`src/rtl/mps_pkg.sv`:
```
package mps_pkg;
  localparam int IDX_W  = 6;
  localparam int CTRL_W = 8;
  localparam int WORD_W = CTRL_W + IDX_W + 2;
  localparam int CNT_W  = 5;

  typedef enum logic [2:0] {
    K_RD_ONE = 3'd0,
    K_RD_BST = 3'd1,
    K_WR_ONE = 3'd2,
    K_WR_BST = 3'd3,
    K_TICK   = 3'd4,
    K_EXC    = 3'd5,
    K_CMD    = 3'd6
  } kind_e;

  function automatic logic [IDX_W-1:0] entry_point(kind_e k);
    case (k)
      K_RD_ONE: return 6'h00;
      K_RD_BST: return 6'h08;
      K_WR_ONE: return 6'h18;
      K_WR_BST: return 6'h20;
      K_TICK:   return 6'h30;
      K_EXC:    return 6'h3C;
      default:  return 6'h00;
    endcase
  endfunction

  function automatic logic [CNT_W-1:0] acks_for(logic burst, logic [1:0] psize);
    if (!burst) return 5'd1;
    case (psize)
      2'b00:   return 5'd4;
      2'b01:   return 5'd8;
      default: return 5'd16;
    endcase
  endfunction

  function automatic logic loops_on_beats(kind_e k);
    return (k == K_RD_BST) || (k == K_WR_BST);
  endfunction
endpackage

```
`src/rtl/mps_pattern_ram.sv`:
```
module mps_pattern_ram #(
  parameter int DEPTH = 64,
  parameter int WIDTH = 16,
  localparam int AW = $clog2(DEPTH)
) (
  input  logic             clk,
  input  logic             we,
  input  logic [AW-1:0]    waddr,
  input  logic [WIDTH-1:0] wdata,
  input  logic [AW-1:0]    raddr,
  output logic [WIDTH-1:0] rdata
);
  logic [WIDTH-1:0] store [DEPTH];

  always_ff @(posedge clk) begin
    if (we) store[waddr] <= wdata;
  end

  assign rdata = store[raddr];
endmodule

```
`src/rtl/mps_arbiter.sv`:
```
module mps_arbiter
  import mps_pkg::*;
(
  input  logic             acc_req,
  input  logic             acc_write,
  input  logic             acc_burst,
  input  logic             tmr_req,
  input  logic             exc_req,
  input  logic             cmd_req,
  input  logic [IDX_W-1:0] cmd_idx,
  output logic             grant,
  output kind_e            grant_kind,
  output logic [IDX_W-1:0] grant_idx,
  output logic             grant_burst
);
  kind_e acc_kind;

  always_comb begin
    case ({acc_write, acc_burst})
      2'b00:   acc_kind = K_RD_ONE;
      2'b01:   acc_kind = K_RD_BST;
      2'b10:   acc_kind = K_WR_ONE;
      default: acc_kind = K_WR_BST;
    endcase
  end

  always_comb begin
    grant      = 1'b1;
    grant_kind = K_RD_ONE;
    if (exc_req)      grant_kind = K_EXC;
    else if (tmr_req) grant_kind = K_TICK;
    else if (cmd_req) grant_kind = K_CMD;
    else if (acc_req) grant_kind = acc_kind;
    else              grant      = 1'b0;
    grant_idx   = (grant_kind == K_CMD) ? cmd_idx : entry_point(grant_kind);
    grant_burst = loops_on_beats(grant_kind);
  end
endmodule

```
`src/rtl/mps_beat_counter.sv`:
```
module mps_beat_counter #(
  parameter int CNT_W = 5
) (
  input  logic             clk,
  input  logic             rst_n,
  input  logic             load,
  input  logic [CNT_W-1:0] need_in,
  input  logic             inc,
  output logic [CNT_W-1:0] count,
  output logic             target_met
);
  logic [CNT_W-1:0] need_q;
  logic [CNT_W:0]   after_this;

  assign after_this = {1'b0, count} + {{CNT_W{1'b0}}, inc};
  assign target_met = after_this >= {1'b0, need_q};

  always_ff @(posedge clk or negedge rst_n) begin
    if (!rst_n) begin
      count  <= '0;
      need_q <= '0;
    end else if (load) begin
      count  <= '0;
      need_q <= need_in;
    end else if (inc) begin
      count  <= after_this[CNT_W-1:0];
    end
  end
endmodule

```
`src/rtl/mem_pattern_seq.sv`:
```
module mem_pattern_seq
  import mps_pkg::*;
#(
  parameter int DEPTH = 64,
  localparam int AW   = $clog2(DEPTH),
  localparam int WW   = CTRL_W + AW + 2
) (
  input  logic              clk,
  input  logic              rst_n,
  input  logic              ram_we,
  input  logic [AW-1:0]     ram_waddr,
  input  logic [WW-1:0]     ram_wdata,
  input  logic [1:0]        port_size,
  input  logic              acc_req,
  input  logic              acc_write,
  input  logic              acc_burst,
  input  logic              tmr_req,
  input  logic              exc_req,
  input  logic              cmd_req,
  input  logic [AW-1:0]     cmd_idx,
  output logic              busy,
  output logic [AW-1:0]     pat_idx,
  output logic [2:0]        pat_kind,
  output logic [CTRL_W-1:0] ctrl_out,
  output logic              xfer_ack
);
  logic          busy_q;
  logic [AW-1:0] pc_q;
  kind_e         kind_q;

  logic [WW-1:0]     word;
  logic              w_last, w_beat;
  logic [AW-1:0]     w_loop;
  logic [CTRL_W-1:0] w_ctrl;

  logic          grant, grant_burst;
  kind_e         grant_kind;
  logic [AW-1:0] grant_idx;

  logic             start_now, preempt, seq_end, loop_back, beat_inc, cnt_load;
  logic [CNT_W-1:0] beat_cnt;
  logic             beats_met;

  mps_pattern_ram #(.DEPTH(DEPTH), .WIDTH(WW)) u_ram (
    .clk   (clk),
    .we    (ram_we),
    .waddr (ram_waddr),
    .wdata (ram_wdata),
    .raddr (pc_q),
    .rdata (word)
  );

  assign w_last = word[WW-1];
  assign w_beat = word[WW-2];
  assign w_loop = word[WW-3 -: AW];
  assign w_ctrl = word[CTRL_W-1:0];

  mps_arbiter u_arb (
    .acc_req     (acc_req),
    .acc_write   (acc_write),
    .acc_burst   (acc_burst),
    .tmr_req     (tmr_req),
    .exc_req     (exc_req),
    .cmd_req     (cmd_req),
    .cmd_idx     (cmd_idx),
    .grant       (grant),
    .grant_kind  (grant_kind),
    .grant_idx   (grant_idx),
    .grant_burst (grant_burst)
  );

  // Named events for the checker and for readability.
  assign start_now = !busy_q && grant;
  assign preempt   = busy_q && exc_req && (kind_q != K_EXC);
  assign beat_inc  = busy_q && !preempt && w_beat;
  assign cnt_load  = start_now || preempt;
  assign seq_end   = busy_q && !preempt && w_last &&
                     (!loops_on_beats(kind_q) || beats_met);
  assign loop_back = busy_q && !preempt && w_last &&
                     loops_on_beats(kind_q) && !beats_met;

  mps_beat_counter #(.CNT_W(CNT_W)) u_beats (
    .clk        (clk),
    .rst_n      (rst_n),
    .load       (cnt_load),
    .need_in    (acks_for(start_now && grant_burst, port_size)),
    .inc        (beat_inc),
    .count      (beat_cnt),
    .target_met (beats_met)
  );

  always_ff @(posedge clk or negedge rst_n) begin
    if (!rst_n) begin
      busy_q <= 1'b0;
      pc_q   <= '0;
      kind_q <= K_RD_ONE;
    end else if (start_now) begin
      busy_q <= 1'b1;
      pc_q   <= grant_idx;
      kind_q <= grant_kind;
    end else if (preempt) begin
      pc_q   <= entry_point(K_EXC);
      kind_q <= K_EXC;
    end else if (seq_end) begin
      busy_q <= 1'b0;
      pc_q   <= '0;
    end else if (loop_back) begin
      pc_q   <= w_loop;
    end else if (busy_q) begin
      pc_q   <= pc_q + 1'b1;
    end
  end

  assign busy     = busy_q;
  assign pat_idx  = pc_q;
  assign pat_kind = kind_q;
  assign ctrl_out = busy_q ? w_ctrl : '0;
  assign xfer_ack = busy_q && w_beat;
endmodule

```
`config.mk`:
```
export PLATFORM = sky130hd
export DESIGN_NAME = mem_pattern_seq
export DESIGN_NICKNAME = d
export VERILOG_FILES = /design/src/rtl/mps_pkg.sv /design/src/rtl/mps_pattern_ram.sv /design/src/rtl/mps_arbiter.sv /design/src/rtl/mps_beat_counter.sv /design/src/rtl/mem_pattern_seq.sv
export SDC_FILE = /design/constraint.sdc
export NUM_CORES = 1
export LEC_CHECK = 0
export CAP_MARGIN = 20
export CORE_ASPECT_RATIO = 1.1
export CORE_MARGIN = 3
export CORE_UTILIZATION = 36
export CTS_CLUSTER_SIZE = 10
export DETAILED_ROUTE_END_ITERATION = 10
export DONT_BUFFER_PORTS = 1
export PLACE_DENSITY_LB_ADDON = 0.2
export REMOVE_ABC_BUFFERS = 1
export SLEW_MARGIN = 25
export SYNTH_ARGS = -nofsm -noshare
export SYNTH_HDL_FRONTEND = slang
export SYNTH_SLANG_ARGS = --single-unit
```
`constraint.sdc`:
```
create_clock -name clk -period 5.3 [get_ports clk]
set_clock_uncertainty 0.1 [all_clocks]
set_input_delay 0.795 -clock clk [delete_from_list [all_inputs] [get_ports clk]]
set_output_delay 0.795 -clock clk [all_outputs]
set_load 0.1 [all_outputs]
```
======== Word-level counts from Yosys, hierarchy flattened ========
Memories as Yosys holds them, arrays and structs flattened.
Index checks and enable logic that the tools add are counted.
word-level totals
  flip-flop bits (word level) ............. 20
  memory bits (writable) .................. 1024
  input bits .............................. 39
  output and inout port bits .............. 19
  word-level logic and storage cells ...... 76
  memories kept ........................... 1
cells by class
  $add $sub $neg .......................... 2
  magnitude comparators ................... 1
  equal/unequal tests ..................... 13
  multiplexer cells ....................... 28
  reductions and logical operators ........ 26
memories
  name         depth  bits a word  read ports  clocked after Yosys merged registers in  write ports  line                   source
  u_ram.store  64     16           1           0                                        1            mps_pattern_ram.sv:13  logic [WIDTH-1:0] store [DEPTH];
operators by type and width
  operator             number
  $mux 6               6
  $pmux 6 s5           1
  $mux 3               5
  $mux 5               3
  $logic_and 1x1->1    11
  $pmux 5 s2           1
  $eq 3x2->1 const B   3
  $eq 3x3->1 const B   3
  $mux 1               9
  $mux 8               1
  $add 5x1->6          1
  $add 6x1->6 const B  1
  $eq 3x1->1 const B   2
  $ge 6x5->1           1
  $pmux 2 s3           1
  $reduce_bool 2->1    3
  $reduce_bool 5->1    1
  $eq 2x1->1 const B   2
  $logic_not 1->1      4
  $logic_not 2->1      2
  $logic_or 1x1->1     4
  $ne 3x3->1 const B   1
  $eq 2x2->1 const B   1
  $mux 2               1
  other kinds (2)      2

======== Longest topological paths before layout ========
  depth in word-level cells ............... 13
  depth in mapped cells ................... 22
  depth with buffers taken out ............ 18

======== Cells and area by module ========
Synthesis repeated with hierarchy kept, for this count alone.
unflattened totals
  cells, all modules ...................... 1988
  area, all modules ....................... 41199.5 um2
by module, submodules not included
  module            times used  cells an instance  area an instance (um2)  seq. area each (um2)
  mps_pattern_ram   1           1813               39721.8                 30749.5
  mem_pattern_seq   1           94                 763.2                   250.2
  mps_beat_counter  1           58                 571.8                   250.2
  mps_arbiter       1           23                 142.6                   0.0

======== Least setup slack after synthesis ========
Ideal clock, no wire load.
  kind .................................... register -> output
  start point ............................. reg pc_q[0] (netlist: pat_idx[0])
  end point ............................... out ctrl_out[1]
  arrival ................................. 4.756 ns
  data required time ...................... 4.405 ns
  slack ................................... -0.351 ns
  cell stages (with the launch flop) ...... 13
  path buffers ............................ 6
  cell sequence ........................... dfrtp_1 buf_6 buf_6 buf_8 buf_8 buf_12 buf_4 mux2i_1 o221ai_1 o22ai_1 nor3_1 a211oi_1 nor3_1
between the ends
  word-level cells in the longest chain between the ends .. 2
ends and longest elaborated chain
  element                   line                    source
  start: declaration        mem_pattern_seq.sv:28   logic [AW-1:0] pc_q;
  start signal: assignment  mem_pattern_seq.sv:99   pc_q <= grant_idx;
  start signal: assignment  mem_pattern_seq.sv:102  pc_q <= entry_point(K_EXC);
  start signal: assignment  mem_pattern_seq.sv:108  pc_q <= w_loop;
  $mem_v2 64x16             -
  $mux 8                    mem_pattern_seq.sv:117  assign ctrl_out = busy_q ? w_ctrl : '0;
  end: declaration          mem_pattern_seq.sv:24   output logic [CTRL_W-1:0] ctrl_out,
Every way passes these cells.

======== Final worst setup path ========
  start point ............................. reg pc_q[1] (netlist: pat_idx[1])
  end point ............................... out ctrl_out[6]
The elaborated chain is that of the path after synthesis.

==> reports/summary.txt <==
number of I/O pins = 58
wire per inst = 29.6 µm
Max rail drop VDD = 0.824 mV
Root Buffer = clkbuf_16
Yosys warning total = 0
Post-Place Worst Slack = 514 ps
Async S/R FF share, synth = 0.0182
Startpoint Class = flop
Min-Delay Path Class = input pin to flop
crit share post-route = 0.983
Worst-path clk slew = 60 ps
Initial Utilization = 0.365
crit path to = ctrl_out[6]
CP max FO = 35
most numerous cell in the Yosys netlist = edfxtp_1
status = finished, final reports clean
met1 GRT Util = 0.258
worst setup margin = 91.0 ps
Power Total = 0.0237 W
Seq/Total Area, Yosys = 0.756
Yosys cell types = 71
Worst slew margin = 0.334
Leak = 14.6 nW
start point of the critical path = pat_idx[1]$_DFFE_PN0P_
hpwl dp = 64300 µm
Setup Viol. Count Final = 0
Post-synth top cells = 1024 x edfxtp_1, 180 x mux2i_1, 146 x mux4_2, 117 x nor2_1, 66 x o221ai_1
largest net degree at the start of global routing = 96
power per standard cell area = 506 nW/µm²
number of fill cells = 9892
Nets = 2266
worst slew pin tran = 999 ps
Worst Setup Path Type = flop to output pin
TritonCTS clock tree = done
met2 Use GR = 0.301
Sequential Area = 31200 µm²
wirelength, routed = 111000 µm
GR Overflow Total = 0
GRT Total Usage = 0.186
CP endpoint kind = output pin
crit path time final = 5210 ps
initial antenna violation count = 4
footprint of the multi-input gates = 9300 µm²
Data arrival, critical path = 4310 ps
clk sinks = 1043
GRT met3 Usage = 0.0409
Cell Rows = 129
Synth-to-Final Area Change = 13.3%
critical path required time = 4410 ps
setup slack, reg-to-reg = 420 ps
share of cells above drive strength 1 = 0.195
Hold WS = 97.5 ps
final hold violations = 0
utilization after layout = 0.414
r2r startpoint = pat_idx[1]$_DFFE_PN0P_
Die Ht = 361 µm
CTS buffer count = 114
Mapped Avg Cell Area = 19.7 µm²
top post-synthesis cells by area = edfxtp_1 74%, mux4_2 8.0%, mux2i_1 4.4%
post-CTS setup buffers = 0
clk_lat worst skew = 680 ps
R2R depth = 18
Synth Instances = 2098
Most used DFF post-synth = edfxtp_1
first-pass GRT wire length = 160000 µm
H-tree depth = 3
Placer Congestion = 0.874
final instance area = 46800 µm²
CTS max path bufs = 3
die footprint = 119000 µm²
vias = 21100
placed instance area = 43600 µm²
Hold Crit Start = exc_req
number of global-route vias before repair = 21500
Achievable Freq = 192 MHz
core area = 113000 µm²
top cell type by total area after synthesis = edfxtp_1
first-pass detailed-route iteration total = 5
r2r endpoint = pat_idx[0]$_DFFE_PN0P_
EDFF count, synth = 1024
Antenna Nets Post-Route = 0
max-slew violations = 0
Cell Area, Synth = 41300 µm²
drt drc = 0
#FFs+latches synth = 1043
Synth top area share = 0.744
Avg Vias per Cell = 5.63
RSZ-0062 raised after global routing = false
Max-cap violations = 0
gr busiest metal = met2
die span in x = 329 µm
Iter 0 DRT Violations = 2424
IO Port Bufs = 0
==> cell families (layout without fill, tap and decap cells) <==
logic type	count (synthesis)	in the layout	synth area share
AO/OA/AOI/OAI	284	284	0.0498
XOR/XNOR	7	7	0.00148
adder cells (fa/ha/maj)	7	7	0.00212
buffers and inverters	135	289	0.0223
flip-flops	1043	1043	0.756
multiplexers	350	350	0.138
other	0	1	0
AND/OR/NAND/NOR	272	272	0.0303
==> worst max-delay path, cell delays in order, from the launching register on <==
cell      delay (ps)
dfrtp_4          700
nand2b_2         620
buf_12           350
o221ai_1         430
o22ai_1          170
nor2_1           330
a211oi_1         190
buf_4            210
nor3_2           340
buf_16           220
==> flip-flops by register name, summed over array words and instances (netlist names) <==
signal / cells
u_ram.store: 1024
pat_kind: 3
u_beats.count: 5
u_beats.need_q: 4
busy: 1
pat_idx: 6
==> stage by stage <==
stage / setup TNS, ps / instances
2_1_floorplan: -263530 / 1974
3_3_place_gp: 0 / 3608
3_5_place_dp: 0 / 3608
4_1_cts: 0 / 3757
5_1_grt: 0 / 3758
6_report: 0 / 3759
==> how the worst min path moves through the flow <==
stage	endpoint	depth (start not counted)
global route	u_ram.store[51][10]$_DFFE_PP_	0
finish	pat_kind[1]$_DFFE_PN0N_	1
detailed placement	u_beats.need_q[3]$_DFFE_PN0N_	0
floorplan	u_beats.need_q[0]$_DFFE_PN0N_	1
global placement	u_beats.need_q[2]$_DFFE_PN0N_	0
CTS	pat_kind[1]$_DFFE_PN0N_	1
==> final cells by class <==
class / count / share of cell area
Timing Repair Buffer: 130 / 0.0259
Multi-Input combinational cell: 920 / 0.199
Inverter: 11 / 0.000882
Tap cell: 1506 / 0.0403
Clock buffer: 147 / 0.0661
Antenna cell: 1 / 0.0000535
Clock inverter: 1 / 0.000187
Sequential cell: 1043 / 0.668
==> cell usage in the layout, fill, tap and decap left out, drive strengths merged, types with 3 or more instances in the layout <==
cell type	n
edfxtp	1024
mux2i	180
mux4	169
clkbuf	147
buf	129
nor2	117
o221ai	66
a21oi	56
nand2	45
o22ai	38
nor3	36
a211oi	24
a22oi	23
a221oi	21
nand3	20
dfrtp	19
o21ai	18
nor2b	12
inv	12
nand3b	8
ha	7
and2	6
nand4	6
nand2b	6
o211ai	5
a22o	4
xnor2	4
nor4	3
xor2	3
a31oi	3
==> power by group <==
group          internal [W]  total, W  switching (W)
clock               0.00398   0.00690        0.00292
combinational       0.00280   0.00743        0.00463
sequential          0.00916   0.00934       0.000174
==> layer usage <==
| metal | vias to the layer above | routed length [µm] |
|---|---|---|
| li1 | 8950 | - |
| met4 | 2 | 2020 |
| met1 | 11300 | 47300 |
| met5 | - | 12 |
| met3 | 130 | 8030 |
| met2 | 747 | 53900 |
==> timing repair <==
| item | in CTS | in global routing |
|---|---|---|
| endpoints found under the hold margin | 19 | 17 |
| resized for setup | 2 | 5 |
| endpoints found under the setup margin | 1 | 4 |
| gates cloned | 0 | 0 |
| hold buffers | 1 | 1 |
Note: power is estimated with default switching activity, not from simulation.
